<file path="src/rtl/memwin_pkg.sv">
package memwin_pkg;
  localparam int REG_W = 16;

  // control register bit positions
  localparam int CTL_EN      = 15;
  localparam int CTL_SOCK_LO = 12;
  localparam int CTL_BYTE    = 11;
  localparam int CTL_ACC     = 8;
  localparam int CTL_WP      = 7;
  // base and map register bit positions
  localparam int BASE_ONEPG  = 14;
  localparam int MAP_ATTR    = 15;

  typedef enum logic [1:0] {
    KIND_BASE = 2'd0,
    KIND_MAP  = 2'd1,
    KIND_CTL  = 2'd2,
    KIND_NONE = 2'd3
  } regKindT;

  typedef struct packed {
    logic wrBase;
    logic wrMap;
    logic wrCtl;
  } winStrobeT;
endpackage

</file>
<file path="src/rtl/memwin_busctl.sv">
module memwin_busctl
  import memwin_pkg::*;
#(
  parameter int NUM_WIN = 5,
  parameter int SEL_W   = 3
) (
  input  logic             clk,
  input  logic             rstN,
  input  logic             regWrEn,
  input  logic [SEL_W-1:0] regSel,
  input  logic [1:0]       regKind,
  output winStrobeT        strobes [NUM_WIN],
  output logic             rdValid
);
  logic idxOk;
  logic [NUM_WIN-1:0] wrAny;

  assign idxOk   = int'(regSel) < NUM_WIN;
  assign rdValid = idxOk && (regKind != KIND_NONE);

  for (genvar g = 0; g < NUM_WIN; g++) begin : gStrobe
    logic sel;
    assign sel = regWrEn && idxOk && (int'(regSel) == g);
    assign strobes[g].wrBase = sel && (regKind == KIND_BASE);
    assign strobes[g].wrMap  = sel && (regKind == KIND_MAP);
    assign strobes[g].wrCtl  = sel && (regKind == KIND_CTL);
    assign wrAny[g] = strobes[g].wrBase | strobes[g].wrMap | strobes[g].wrCtl;
  end

  // at most one window receives a write per cycle
  assert_single_write_R2: assert property (@(posedge clk) disable iff (!rstN)
    $onehot0(wrAny));
endmodule

</file>
<file path="src/rtl/memwin_slot.sv">
module memwin_slot
  import memwin_pkg::*;
#(
  parameter int PAGE_W = 12,
  parameter int OFS_W  = 14
) (
  input  logic              clk,
  input  logic              rstN,
  input  winStrobeT         strobe,
  input  logic [REG_W-1:0]  wrData,
  input  logic [PAGE_W-1:0] cycPage,
  input  logic              accSet,
  output logic [REG_W-1:0]  baseQ,
  output logic [REG_W-1:0]  mapQ,
  output logic [REG_W-1:0]  ctlQ,
  output logic              matchNow,
  output logic [OFS_W-1:0]  cardPage
);
  logic [PAGE_W-1:0] baseField;
  logic [PAGE_W-1:0] ignMask;

  assign baseField = baseQ[PAGE_W-1:0];
  // pages below the lowest set base bit are inside the window
  assign ignMask = baseQ[BASE_ONEPG] ? '0 :
    ((baseField ^ (baseField - {{(PAGE_W-1){1'b0}}, 1'b1})) >> 1);
  assign matchNow = ctlQ[CTL_EN] && ((cycPage & ~ignMask) == (baseField & ~ignMask));
  assign cardPage = {{(OFS_W-PAGE_W){1'b0}}, cycPage} + mapQ[OFS_W-1:0];

  always_ff @(posedge clk) begin
    if (!rstN) begin
      baseQ <= '0;
      mapQ  <= '0;
      ctlQ  <= '0;
    end else begin
      if (strobe.wrBase) baseQ <= wrData;
      if (strobe.wrMap)  mapQ  <= wrData;
      if (strobe.wrCtl) begin
        ctlQ <= wrData;
        ctlQ[CTL_ACC] <= (ctlQ[CTL_ACC] & wrData[CTL_ACC]) | accSet;
      end else if (accSet) begin
        ctlQ[CTL_ACC] <= 1'b1;
      end
    end
  end

  // a winning access leaves the accessed bit set
  assert_acc_sticky_R10: assert property (@(posedge clk) disable iff (!rstN)
    accSet |=> ctlQ[CTL_ACC]);
  // control register only moves on a write or an access
  assert_ctl_hold_R2: assert property (@(posedge clk) disable iff (!rstN)
    (!strobe.wrCtl && !accSet) |=> $stable(ctlQ));
endmodule

</file>
<file path="src/rtl/memwin_datapath.sv">
module memwin_datapath
  import memwin_pkg::*;
#(
  parameter int NUM_WIN = 5,
  parameter int SEL_W   = 3,
  parameter int ADDR_W  = 24,
  parameter int PG_SH   = 12,
  parameter int OFS_W   = 14
) (
  input  logic               clk,
  input  logic               rstN,
  input  winStrobeT          strobes [NUM_WIN],
  input  logic               rdValid,
  input  logic [SEL_W-1:0]   regSel,
  input  logic [1:0]         regKind,
  input  logic [REG_W-1:0]   regWrData,
  output logic [REG_W-1:0]   regRdData,
  input  logic               cycValid,
  input  logic               cycWrite,
  input  logic [ADDR_W-1:0]  cycAddr,
  output logic               hit,
  output logic [2:0]         socket,
  output logic [OFS_W+PG_SH-1:0] cardAddr,
  output logic               attrSpace,
  output logic               byteWide,
  output logic [3:0]         waitStates,
  output logic               wrBlocked
);
  localparam int PAGE_W = ADDR_W - PG_SH;

  logic [REG_W-1:0] baseArr [NUM_WIN];
  logic [REG_W-1:0] mapArr  [NUM_WIN];
  logic [REG_W-1:0] ctlArr  [NUM_WIN];
  logic [OFS_W-1:0] pageArr [NUM_WIN];
  logic [NUM_WIN-1:0] matchVec;
  logic [NUM_WIN-1:0] grant;
  logic [SEL_W-1:0]   winIdx;
  logic found;

  for (genvar g = 0; g < NUM_WIN; g++) begin : gWin
    memwin_slot #(.PAGE_W(PAGE_W), .OFS_W(OFS_W)) uSlot (
      .clk(clk), .rstN(rstN), .strobe(strobes[g]), .wrData(regWrData),
      .cycPage(cycAddr[ADDR_W-1:PG_SH]), .accSet(cycValid && grant[g]),
      .baseQ(baseArr[g]), .mapQ(mapArr[g]), .ctlQ(ctlArr[g]),
      .matchNow(matchVec[g]), .cardPage(pageArr[g]));

    // only an enabled window can be granted
    assert_grant_enabled_R5: assert property (@(posedge clk) disable iff (!rstN)
      grant[g] |-> ctlArr[g][CTL_EN]);
  end

  // fixed priority: lowest window number first
  always_comb begin
    grant  = '0;
    found  = 1'b0;
    winIdx = '0;
    for (int i = 0; i < NUM_WIN; i++) begin
      if (!found && matchVec[i]) begin
        grant[i] = 1'b1;
        found    = 1'b1;
        winIdx   = SEL_W'(i);
      end
    end
  end

  always_comb begin
    hit        = cycValid && found;
    socket     = '0;
    cardAddr   = '0;
    attrSpace  = 1'b0;
    byteWide   = 1'b0;
    waitStates = '0;
    wrBlocked  = 1'b0;
    if (hit) begin
      socket     = ctlArr[winIdx][CTL_SOCK_LO +: 3];
      cardAddr   = {pageArr[winIdx], cycAddr[PG_SH-1:0]};
      attrSpace  = mapArr[winIdx][MAP_ATTR];
      byteWide   = ctlArr[winIdx][CTL_BYTE];
      waitStates = ctlArr[winIdx][3:0];
      wrBlocked  = cycWrite && ctlArr[winIdx][CTL_WP];
    end
  end

  always_comb begin
    regRdData = '0;
    if (rdValid) begin
      case (regKind)
        KIND_BASE: regRdData = baseArr[regSel];
        KIND_MAP:  regRdData = mapArr[regSel];
        default:   regRdData = ctlArr[regSel];
      endcase
    end
  end

  // never more than one winner
  assert_one_winner_R8: assert property (@(posedge clk) disable iff (!rstN)
    $onehot0(grant));
  // blocking needs a write that hits
  assert_block_on_write_R9: assert property (@(posedge clk) disable iff (!rstN)
    wrBlocked |-> (hit && cycWrite));
  // nothing is reported without a presented cycle
  assert_idle_quiet_R12: assert property (@(posedge clk) disable iff (!rstN)
    !cycValid |-> (!hit && !wrBlocked && cardAddr == '0));
endmodule

</file>
<file path="src/rtl/memwin_decoder.sv">
module memwin_decoder
  import memwin_pkg::*;
#(
  parameter int NUM_WIN = 5,
  parameter int ADDR_W  = 24,
  parameter int PG_SH   = 12,
  parameter int OFS_W   = 14,
  localparam int SEL_W  = (NUM_WIN > 1) ? $clog2(NUM_WIN) : 1,
  localparam int CARD_W = OFS_W + PG_SH
) (
  input  logic              clk,
  input  logic              rstN,
  input  logic              regWrEn,
  input  logic [SEL_W-1:0]  regSel,
  input  logic [1:0]        regKind,
  input  logic [15:0]       regWrData,
  output logic [15:0]       regRdData,
  input  logic              cycValid,
  input  logic              cycWrite,
  input  logic [ADDR_W-1:0] cycAddr,
  output logic              hit,
  output logic [2:0]        socket,
  output logic [CARD_W-1:0] cardAddr,
  output logic              attrSpace,
  output logic              byteWide,
  output logic [3:0]        waitStates,
  output logic              wrBlocked
);
  winStrobeT strobes [NUM_WIN];
  logic rdValid;

  memwin_busctl #(.NUM_WIN(NUM_WIN), .SEL_W(SEL_W)) uCtl (
    .clk(clk), .rstN(rstN), .regWrEn(regWrEn), .regSel(regSel),
    .regKind(regKind), .strobes(strobes), .rdValid(rdValid));

  memwin_datapath #(.NUM_WIN(NUM_WIN), .SEL_W(SEL_W), .ADDR_W(ADDR_W),
                    .PG_SH(PG_SH), .OFS_W(OFS_W)) uDp (
    .clk(clk), .rstN(rstN), .strobes(strobes), .rdValid(rdValid),
    .regSel(regSel), .regKind(regKind), .regWrData(regWrData),
    .regRdData(regRdData), .cycValid(cycValid), .cycWrite(cycWrite),
    .cycAddr(cycAddr), .hit(hit), .socket(socket), .cardAddr(cardAddr),
    .attrSpace(attrSpace), .byteWide(byteWide), .waitStates(waitStates),
    .wrBlocked(wrBlocked));
endmodule

</file>
<file path="config.mk">
export PLATFORM = sky130hd
export DESIGN_NAME = memwin_decoder
export DESIGN_NICKNAME = d
export VERILOG_FILES = /design/src/rtl/memwin_pkg.sv /design/src/rtl/memwin_busctl.sv /design/src/rtl/memwin_slot.sv /design/src/rtl/memwin_datapath.sv /design/src/rtl/memwin_decoder.sv
export SDC_FILE = /design/constraint.sdc
export NUM_CORES = 1
export LEC_CHECK = 0
export BUFFER_PORTS_ARGS = -buffer_cell sky130_fd_sc_hd__buf_2
export CORE_MARGIN = 3
export CORE_UTILIZATION = 55
export CTS_CLUSTER_DIAMETER = 80
export DETAILED_ROUTE_END_ITERATION = 12
export GPL_TIMING_DRIVEN = 0
export PLACE_DENSITY = 0.79
export SLEW_MARGIN = 0
export SYNTH_ARGS = -nofsm -noshare
export SYNTH_HDL_FRONTEND = slang
export SYNTH_SLANG_ARGS = --single-unit
</file>
<file path="constraint.sdc">
create_clock -name clk -period 3.5 [get_ports clk]
set_input_delay 0.35 -clock clk [delete_from_list [all_inputs] [get_ports clk]]
set_output_delay 0.35 -clock clk [all_outputs]
set_load 0.05 [all_outputs]
</file>
==> metrics.md <==
| Metric | Value |
|---|---|
| Seq cells post-synth | `240` |
| I/O Buffers | `98` |
| Share of cells above drive strength 1 | `19.8%` |
| Status | `complete, but fails checks` |
| Initial antenna violation count | `2` |
| Placed Instances | `2656` |
| Synth top area share | `28.4%` |
| Top_reg_cell synth | `dfxtp_1` |
| H-tree levels | `1` |
| Nets | `2465` |
| Max Slew Vio Count | `0` |
| CP Max Fanout | `13` |
| First-pass GRT wire length | `113000 um` |
| # hold bufs at CTS | `0` |
| Crit path DAT | `3.81 ns` |
| I/O Pins | `103` |
| WP data required | `3.15 ns` |
| Sequential-to-total area share from yosys stat | `28.4%` |
| Die height | `181 um` |
| Die width | `181 um` |
| # rows | `63` |
| Worst Setup End Kind | `output pin` |
| Fin. Hold Viols | `0` |
| Pleak | `7.56 nW` |
| Final setup vio count | `38` |
| CTS Buf Count | `27` |
| DRT iter0 DRCs | `2788` |
| EDFF count, synth | `0` |
| Core Region | `30000 um^2` |
| Maximum VDD drop | `0.417 mV` |
| Max transition margin | `11.2%` |
| HP Class | `in -> reg` |
| Worst Tran Pin Value | `1.33 ns` |
| Most instantiated cells after synthesis | `550 x nand2_1, 242 x a21boi_0, 240 x dfxtp_1` |
| Worst skew pair latency | `0.56 ns` |
| Post-synth ARST share | `0%` |
| Post-Route Skew | `0.00805 ns` |
| Cell area after synthesis | `16900 um^2` |
| Setup crit start kind | `primary input` |
| Layout Area Growth over Synthesis | `23.1%` |
| CTS tree | `built` |
| Initial Utilization | `56.5%` |
| Vias in the first global route | `17600` |
| Cell area after layout | `20800 um^2` |
| Pwr Total | `6.86 mW` |
| Post-Place Setup Slack | `-1.49 ns` |
| Unrepaired setup endpoints after global routing | `true` |
| Final Critical Period | `4.16 ns` |
| Post-Layout Cell Count | `2756` |
| Top post-synthesis cells by area | `dfxtp_1 28%, nand2_1 12%, a21boi_0 11%, mux4_2 6.4%, ha_1 4.8%` |
| Most frequent cell after synthesis | `nand2_1` |
| Crit Path Category | `in -> out` |
| Failing checks | `setup timing` |
| Hold WS | `0.147 ns` |
| Area after DPL | `18000 um^2` |
| Max Cap Viol | `0` |
| DRC viols | `0` |
| Post-DP HPWL | `58800 um` |
| Synth area leader | `dfxtp_1` |
| Max Clk Rate | `240 MHz` |
| WL final | `79200 um` |
| Total die area | `32900 um^2` |
| Syn. warnings | `0` |
| ANT nets after route | `0` |
| Vias/cell | `6.88` |
| Unique masters post-synth | `87` |
| Total grt overflow | `0` |
| Largest net degree at the start of global routing | `14` |
| Mapped Cells | `2168` |
| Worst setup margin | `-0.665 ns` |
| Total Routing Usage GR | `45.7%` |
| Bufs on Longest Clock Path | `3` |
| Total number of vias | `19000` |
| CTS Sinks | `240` |
| Routability cong. | `1.07` |
| Final Cycle Share | `119%` |
| Drt pass-1 iters | `6` |
| Root buf cell | `clkbuf_16` |
| Syn Nets | `2288` |
| Routed WL per cell | `28.7 um` |
| Syn Area/Cell | `7.80 um^2` |
| PD cells | `330 nW/um^2` |
| Worst-path clk slew | `0.06 ns` |
==> sequential cells by signal (all words and copies together) (netlist names) <==
signal                count
uDp.gWin.uSlot.mapQ      80
uDp.gWin.uSlot.ctlQ      80
uDp.gWin.uSlot.baseQ     80
==> critical path: stages <==
cell	delay [ns]
buf_2	0.38
inv_2	0.22
a2111o_1	0.48
or4_1	0.40
or4_4	0.46
a211oi_4	0.25
a31o_4	0.28
buf_12	0.18
mux2i_2	0.27
o22a_1	0.23
o21ai_2	0.11
buf_6	0.16
==> repair_timing <==
| item | CTS | global route |
|---|---|---|
| setup endpoints to repair | 53 | 51 |
| gates resized for setup | 267 | 88 |
| pin swaps | 48 | 37 |
| setup buffers | 36 | 21 |
| cloned | 5 | 3 |
==> cell families after synthesis <==
| family | after synthesis | synth area share, % |
|---|---|---|
| AOI/OAI and AO/OA | 560 | 23.5 |
| xor gates and xnor gates | 76 | 3.94 |
| adders and majority gates | 70 | 5.40 |
| buffers and inverters | 197 | 4.79 |
| DFF | 240 | 28.4 |
| muxes | 90 | 8.89 |
| and+or+nand+nor | 935 | 25.1 |
==> cells in the final DEF (no fill, tap or decap), types with 14 or more instances in the layout <==
| master | instances |
|---|---|
| nor2b_1 | 14 |
| inv_1 | 49 |
| a211oi_1 | 45 |
| buf_8 | 25 |
| buf_4 | 42 |
| nor3_1 | 27 |
| nand2b_1 | 61 |
| a21oi_1 | 72 |
| nand2_1 | 547 |
| dfxtp_2 | 14 |
| buf_6 | 35 |
| ha_1 | 63 |
| clkbuf_16 | 31 |
| xor2_1 | 31 |
| a21boi_0 | 242 |
| and3_1 | 19 |
| nor4_2 | 16 |
| dfxtp_1 | 215 |
| clkbuf_1 | 101 |
| mux4_2 | 48 |
| mux2i_1 | 37 |
| nand4_1 | 17 |
| o21ai_0 | 51 |
| buf_2 | 64 |
| nor2_1 | 81 |
| xnor2_1 | 44 |
| nand3_1 | 49 |
==> routing by layer <==
metal	vias to the layer above	share of wire (%)	GRT usage (%)	wire, um
met1	8963	38	61.8	29700
met4	6	7.0	24.1	5560
li1	8046	-	-	-
met5	-	0.051	0	40
met2	1614	39	63.6	31200
met3	341	16	16.3	12700
==> final cells by class <==
| cell class | count | area [um^2] |
|---|---|---|
| Sequential cell | 240 | 4860 |
| Clock buffer | 36 | 759 |
| Inverter | 52 | 198 |
| Clock inverter | 13 | 200 |
| Timing Repair Buffer | 162 | 1460 |
| Multi-Input combinational cell | 1731 | 12200 |
| Buffer | 131 | 666 |
| Antenna cell | 1 | 2.50 |
| Fill cell | 2399 | 9140 |
| Tap cell | 390 | 488 |
==> per-stage QoR <==
stage          TNS [ns]  utilization [%]
4_1_cts          -14.05             67.7
3_5_place_dp     -51.67             60.3
5_1_grt          -18.47             69.5
2_1_floorplan         0                -
3_3_place_gp     -51.25             60.3
6_report         -16.82             69.5
==> final timing paths <==
check / endpoint / depth (start not counted) / slack (ns) / from
hold / removal: uDp.gWin[3].uSlot.mapQ[5] / 3 / 0.15 / regWrData[5]
setup / recovery: cardAddr[17] / 12 / -0.66 / cycAddr[22]
setup reg to reg: uDp.gWin[4].uSlot.ctlQ[8] / 10 / 0.75 / uDp.gWin[4].uSlot.baseQ[1]
hold reg to reg: uDp.gWin[0].uSlot.ctlQ[9] / 2 / 0.47 / uDp.gWin[0].uSlot.ctlQ[9]
==> report_power, final <==
group / switching (mW) / total, mW / internal (mW)
Sequential: 0.0283 / 2.77 / 2.74
Combinational: 0.650 / 0.947 / 0.296
Clock: 1.25 / 3.14 / 1.89
Total: 1.93 / 6.86 / 4.93
No activity file was read; power rests on OpenSTA's default activity.
